**config.mk**
```make
export PLATFORM = sky130hd
export DESIGN_NAME = dtmr_top
export DESIGN_NICKNAME = d
export VERILOG_FILES = /design/src/rtl/dtmr_pkg.sv /design/src/rtl/dtmr_presc.sv /design/src/rtl/dtmr_chan.sv /design/src/rtl/dtmr_top.sv
export SDC_FILE = /design/constraint.sdc
export NUM_CORES = 1
export LEC_CHECK = 0
export BUFFER_PORTS_ARGS = -buffer_cell sky130_fd_sc_hd__buf_4
export CORE_MARGIN = 3
export CORE_UTILIZATION = 30
export CTS_BUF_LIST = sky130_fd_sc_hd__clkbuf_4 sky130_fd_sc_hd__clkbuf_8
export DETAILED_ROUTE_END_ITERATION = 10
export PLACE_DENSITY_LB_ADDON = 0.05
export SLEW_MARGIN = 20
export SYNTH_ARGS = -nofsm -noshare
export SYNTH_HDL_FRONTEND = slang
export SYNTH_HIERARCHICAL = 1
export SYNTH_SLANG_ARGS = --single-unit
```
**constraint.sdc**
```tcl
create_clock -name clk -period 6.3 [get_ports clk]
set_input_delay 1.89 -clock clk [delete_from_list [all_inputs] [get_ports clk]]
set_output_delay 1.89 -clock clk [all_outputs]
set_load 0.005 [all_outputs]
```
**src/rtl/dtmr_pkg.sv**
```systemverilog
package dtmr_pkg;
    localparam int CW   = 8;
    localparam int NDIV = 4;

    localparam logic [2:0] RG_COUNT = 3'd0;
    localparam logic [2:0] RG_CMPA  = 3'd1;
    localparam logic [2:0] RG_CMPB  = 3'd2;
    localparam logic [2:0] RG_CTRL  = 3'd3;
    localparam logic [2:0] RG_STAT  = 3'd4;

    localparam int CB_CASC   = 0;
    localparam int CB_DIV_LO = 1;
    localparam int CB_CLR    = 3;

    localparam int ST_MA  = 0;
    localparam int ST_MB  = 1;
    localparam int ST_OVF = 2;

    typedef struct packed {
        logic [CW-1:0] cnt;
        logic [CW-1:0] cmpa;
        logic [CW-1:0] cmpb;
        logic [3:0]    ctl;
        logic [2:0]    st;
    } chan_state_t;

    function automatic int div_log(int i);
        case (i)
            0:       return 0;
            1:       return 3;
            2:       return 5;
            default: return 6;
        endcase
    endfunction
endpackage

```
**src/rtl/dtmr_presc.sv**
```systemverilog
module dtmr_presc
    import dtmr_pkg::*;
(
    input  logic            clk,
    input  logic            rst_n,
    output logic [NDIV-1:0] tick_vec
);
    localparam int PW = div_log(NDIV-1);

    logic [PW-1:0] pc_d, pc_q;

    always_comb begin
        pc_d = pc_q + {{(PW-1){1'b0}}, 1'b1};
    end

    always_ff @(posedge clk or negedge rst_n) begin
        if (!rst_n) pc_q <= '0;
        else        pc_q <= pc_d;
    end

    for (genvar g = 0; g < NDIV; g++) begin : g_tap
        localparam int L = div_log(g);
        if (L == 0) begin : g_full
            assign tick_vec[g] = 1'b1;
        end else begin : g_div
            assign tick_vec[g] = &pc_q[L-1:0];
        end
    end

    // a slower tap only fires on cycles where every faster tap fires
    a_r2_nested_taps: assert property (@(posedge clk) disable iff (!rst_n)
        tick_vec[3] |-> (tick_vec[2] && tick_vec[1] && tick_vec[0]));
endmodule

```
**src/rtl/dtmr_chan.sv**
```systemverilog
module dtmr_chan
    import dtmr_pkg::*;
#(
    parameter bit CASC_EN = 1'b1
)(
    input  logic            clk,
    input  logic            rst_n,
    input  logic [NDIV-1:0] tick_vec,
    input  logic            casc_evt,
    input  logic            wr_cnt,
    input  logic            wr_cmpa,
    input  logic            wr_cmpb,
    input  logic            wr_ctl,
    input  logic            wr_st,
    input  logic [CW-1:0]   wbyte,
    output chan_state_t     state,
    output logic            ovf_evt
);
    localparam logic [CW-1:0] CNT_MAX = '1;
    localparam logic [CW-1:0] ONE     = {{(CW-1){1'b0}}, 1'b1};

    chan_state_t s_d, s_q;
    logic tick_sel, evt, hit_a, hit_b, do_clr;

    always_comb begin
        tick_sel = tick_vec[s_q.ctl[CB_DIV_LO +: 2]];
        if (CASC_EN && s_q.ctl[CB_CASC]) evt = casc_evt & ~wr_cnt;
        else                             evt = tick_sel & ~wr_cnt;
        hit_a   = evt && (s_q.cnt == s_q.cmpa);
        hit_b   = evt && (s_q.cnt == s_q.cmpb);
        do_clr  = hit_a && s_q.ctl[CB_CLR];
        ovf_evt = evt && !do_clr && (s_q.cnt == CNT_MAX);

        s_d = s_q;
        if (wr_cnt)      s_d.cnt = wbyte;
        else if (do_clr) s_d.cnt = '0;
        else if (evt)    s_d.cnt = s_q.cnt + ONE;
        if (wr_cmpa) s_d.cmpa = wbyte;
        if (wr_cmpb) s_d.cmpb = wbyte;
        if (wr_ctl)  s_d.ctl  = wbyte[3:0];
        if (wr_st)   s_d.st   = s_q.st & wbyte[2:0];
        s_d.st[ST_MA]  = s_d.st[ST_MA]  | hit_a;
        s_d.st[ST_MB]  = s_d.st[ST_MB]  | hit_b;
        s_d.st[ST_OVF] = s_d.st[ST_OVF] | ovf_evt;
    end

    always_ff @(posedge clk or negedge rst_n) begin
        if (!rst_n) s_q <= '0;
        else        s_q <= s_d;
    end

    assign state = s_q;

    a_r1_wrap: assert property (@(posedge clk) disable iff (!rst_n)
        (evt && s_q.cnt == CNT_MAX && !(s_q.ctl[CB_CLR] && s_q.cmpa == CNT_MAX))
        |=> (s_q.cnt == '0 && s_q.st[ST_OVF]));

    a_r6_hold: assert property (@(posedge clk) disable iff (!rst_n)
        (!evt && !wr_cnt) |=> $stable(s_q.cnt));

    a_r7_flag_a: assert property (@(posedge clk) disable iff (!rst_n)
        (evt && s_q.cnt == s_q.cmpa) |=> s_q.st[ST_MA]);

    a_r11_write_wins: assert property (@(posedge clk) disable iff (!rst_n)
        wr_cnt |=> (s_q.cnt == $past(wbyte)));
endmodule

```
**src/rtl/dtmr_top.sv**
```systemverilog
module dtmr_top
    import dtmr_pkg::*;
(
    input  logic            clk,
    input  logic            rst_n,
    input  logic            bus_en,
    input  logic            bus_wr,
    input  logic            bus_word,
    input  logic            bus_ch,
    input  logic [2:0]      bus_addr,
    input  logic [2*CW-1:0] bus_wdata,
    output logic [2*CW-1:0] bus_rdata
);
    logic [NDIV-1:0]       tick_vec;
    chan_state_t [1:0]     cs_v;
    logic [1:0]            ovf_v;
    logic [1:0]            wr_cnt_v;
    logic [1:0][CW-1:0]    rb;

    dtmr_presc u_presc (
        .clk      (clk),
        .rst_n    (rst_n),
        .tick_vec (tick_vec)
    );

    for (genvar c = 0; c < 2; c++) begin : g_ch
        logic          hit;
        logic [CW-1:0] wb;
        logic          casc;

        assign hit  = bus_en && bus_wr && (bus_word || (bus_ch == 1'(c)));
        assign wb   = (bus_word && c == 0) ? bus_wdata[2*CW-1:CW] : bus_wdata[CW-1:0];
        assign casc = (c == 0) ? ovf_v[1] : 1'b0;
        assign wr_cnt_v[c] = hit && (bus_addr == RG_COUNT);

        dtmr_chan #(.CASC_EN(c == 0)) u_chan (
            .clk      (clk),
            .rst_n    (rst_n),
            .tick_vec (tick_vec),
            .casc_evt (casc),
            .wr_cnt   (wr_cnt_v[c]),
            .wr_cmpa  (hit && (bus_addr == RG_CMPA)),
            .wr_cmpb  (hit && (bus_addr == RG_CMPB)),
            .wr_ctl   (hit && (bus_addr == RG_CTRL)),
            .wr_st    (hit && (bus_addr == RG_STAT)),
            .wbyte    (wb),
            .state    (cs_v[c]),
            .ovf_evt  (ovf_v[c])
        );
    end

    always_comb begin
        for (int c = 0; c < 2; c++) begin
            case (bus_addr)
                RG_COUNT: rb[c] = cs_v[c].cnt;
                RG_CMPA:  rb[c] = cs_v[c].cmpa;
                RG_CMPB:  rb[c] = cs_v[c].cmpb;
                RG_CTRL:  rb[c] = {{(CW-4){1'b0}}, cs_v[c].ctl};
                RG_STAT:  rb[c] = {{(CW-3){1'b0}}, cs_v[c].st};
                default:  rb[c] = '0;
            endcase
        end
        if (!(bus_en && !bus_wr)) bus_rdata = '0;
        else if (bus_word)        bus_rdata = {rb[0], rb[1]};
        else                      bus_rdata = {{CW{1'b0}}, (bus_ch ? rb[1] : rb[0])};
    end

    // in cascade the high channel moves only on a low-channel overflow or a write
    a_r3_cascade_only: assert property (@(posedge clk) disable iff (!rst_n)
        (cs_v[0].ctl[CB_CASC] && !ovf_v[1] && !wr_cnt_v[0]) |=> $stable(cs_v[0].cnt));
endmodule

```
==> impl_metrics.json <==
{
  "grt_remaining_overflow": 0,
  "crit_chain": "buf_4 > or2_1 > nor2_1 > a221oi_1 > a211oi_1 > buf_4",
  "postCtsSetupBuffers": 0,
  "yosysWarningCount": 6,
  "grt.met1_usage_pct": 25.3,
  "relSlewSlack_pct": 37.7,
  "nets": 497,
  "tritoncts": "built",
  "ctsHoldBuffers": 0,
  "grt_max_degree": 69,
  "htree_levels": 3,
  "critPathCaptureType": "primary output",
  "ios": 41,
  "ff2ff_setup_slack_ps": 2800,
  "drt-total-wl_um": 13600,
  "fin_skew_ps": 5.68,
  "total_power_mw": 1.73,
  "worst_slew_pin_slew_ps": 934,
  "rsz0062_at_grt": "false",
  "grtUsageMet2_pct": 24.6,
  "die_area_mm2": 0.0165,
  "crit_path_frequent_cell": "buf_4",
  "antenna_found_initial": 0,
  "min_path_type": "register to register",
  "remaining_drc_errors": 0,
  "num_antenna_cells": 0,
  "cp.required_ps": 4410,
  "hold-path-endpoint": "u_presc/pc_q[0]",
  "tritoncts.num_buffers": 9,
  "reg2reg_to": "g_ch[0].u_chan/state[2]",
  "status": "complete, no violations",
  "worst_slack_ps": 988,
  "clkTransAtPathRegs_ps": 80,
  "place.gp.congestion": 0.865,
  "clock_path_buffers": 2,
  "fp.dieH_um": 128,
  "grt.busiest_layer": "met1",
  "hold_violations": 0,
  "whs_ps": 476,
  "path_buf_inv": 2,
  "synth_area_mm2": 0.00449,
  "wl_per_cell_um": 20.7,
  "reg2reg_depth": 10,
  "ir_drop_mv": 0.0891,
  "postRouteAntennaNets": 0,
  "grt_pass1_wl_um": 21400,
  "drv_cap": 0,
  "dieWidth_um": 128,
  "drt-vias-per-instance": 5.46,
  "final_layout_size_suffix_gt1_share_pct": 28.8,
  "period_share_pct": 84.3,
  "grt_pass1_vias": 3598,
  "hpwl_um": 9990,
  "slew_violations": 0,
  "vias": 3579,
  "drtPass1Iterations": 5,
  "clock-sinks": 68,
  "grt_usage_pct": 17.0,
  "hp-start": "u_presc/pc_q[0]",
  "use_met3_pct": 2.78,
  "cts-root-buf": "clkbuf_8",
  "cpPeakStageDelay_ps": 390,
  "min_delay_path_depth": 1,
  "critPathMaxFanout": 27,
  "reg2reg_from": "u_presc/pc_q[0]",
  "coreArea_mm2": 0.0146,
  "slowest_stage": "a221oi_1",
  "syn-num-nets": 468,
  "portBuffers": 40,
  "avgSynthCellArea_um2": 10.3,
  "cpLargestDelayFamily": "compound AO/OA/AOI/OAI gates",
  "finalSetupViolCount": 0,
  "power.leakage_nw": 2.11,
  "tns_ps": 0,
  "syn2layout_area_growth_pct": 14.6,
  "fmax_ghz": 0.188,
  "worstSkewPairLatency_ps": 360,
  "critPathLaunchType": "primary input",
  "drtIter0Drc": 276,
  "synth_cells": 438,
  "timing.final.crit_period_ps": 5310,
  "cp.arrival_ps": 3420,
  "powerDensity_mw_per_mm2": 337,
  "cts_resized": 0,
  "initial_core_util_pct": 30.8,
  "criticalPathCategory": "primary input to primary output",
  "rows": 44,
  "pre_cts_slack_ps": 993
}
## cell usage in the layout (no fill, tap or decap), drive strengths merged, types with 4 or more instances in the layout
master	count
a22o	5
dfrtp	68
o31ai	5
nand4	12
xor2	9
a2bb2oi	4
o211ai	6
nor2b	9
inv	17
xnor2	26
nor2	25
nor3	12
o32ai	4
ha	5
o21ai	15
mux2i	14
mux4	4
nand3	9
nand2	25
nand2b	7
and4	4
buf	46
and3	7
o2bb2ai	4
mux2	53
a211oi	5
nand3b	4
a221o	4
clkbuf	9
a21oi	17
## state kept, by name (all words and copies together) (netlist names)
| signal | cells |
|---|---|
| u_presc/pc_q | 6 |
| g_ch.u_chan/state | 62 |
## worst max path at each step
| stage | startpoint | slack, ps | endpoint | depth (start not counted) |
|---|---|---|---|---|
| 6_report | bus_addr[0] | 990 | bus_rdata[1] | 6 |
| 3_3_place_gp | bus_addr[0] | 1030 | bus_rdata[11] | 6 |
| 4_1_cts | bus_addr[0] | 990 | bus_rdata[1] | 6 |
| 3_5_place_dp | bus_addr[0] | 990 | bus_rdata[1] | 6 |
| 2_1_floorplan | bus_addr[1] | 1510 | bus_rdata[4] | 6 |
| 5_1_grt | bus_addr[0] | 880 | bus_rdata[0] | 6 |
## layout make-up
class | count | area (um2)
clock buffers | 9 | 124
repair buffers | 46 | 345
clock inverters | 7 | 114
inverters | 16 | 60.1
multi-input cells | 326 | 2570
flip-flops and latches | 68 | 1700
fillers | 1468 | 9440
well taps | 184 | 230
## power by group
group          switching (mW)  internal, mW
clock                   0.189         0.262
sequential              0.176         0.551
combinational           0.279         0.277
total                   0.643          1.09
## worst reg2reg max path, stage by stage (launching register included)
cell and delay (ps):
dfrtp_1 390, ha_1 180, and3_1 180, and3_1 180, mux4_2 440, nand2_1 220
nor4_1 630, nor2b_1 220, or3_1 540, nand2b_1 260, o31ai_2 190
## per-layer routing
layer  up-vias  share of wire (%)
li1       1679                  -
met1      1787                 51
met2        92                 43
met3        21                4.5
met4         0                1.9
met5         -                  0
## through the flow
| step | cell area (um2) | instances | util, % |
|---|---|---|---|
| 3_5_place_dp | 4910 | 640 | 33.7 |
| 2_1_floorplan | 4490 | 438 | - |
| 6_report | 5150 | 656 | 35.3 |
| 5_1_grt | 5150 | 656 | 35.3 |
| 4_1_cts | 5150 | 656 | 35.3 |
| 3_3_place_gp | 4910 | 640 | 33.7 |
(Power assumes the default switching activity.)
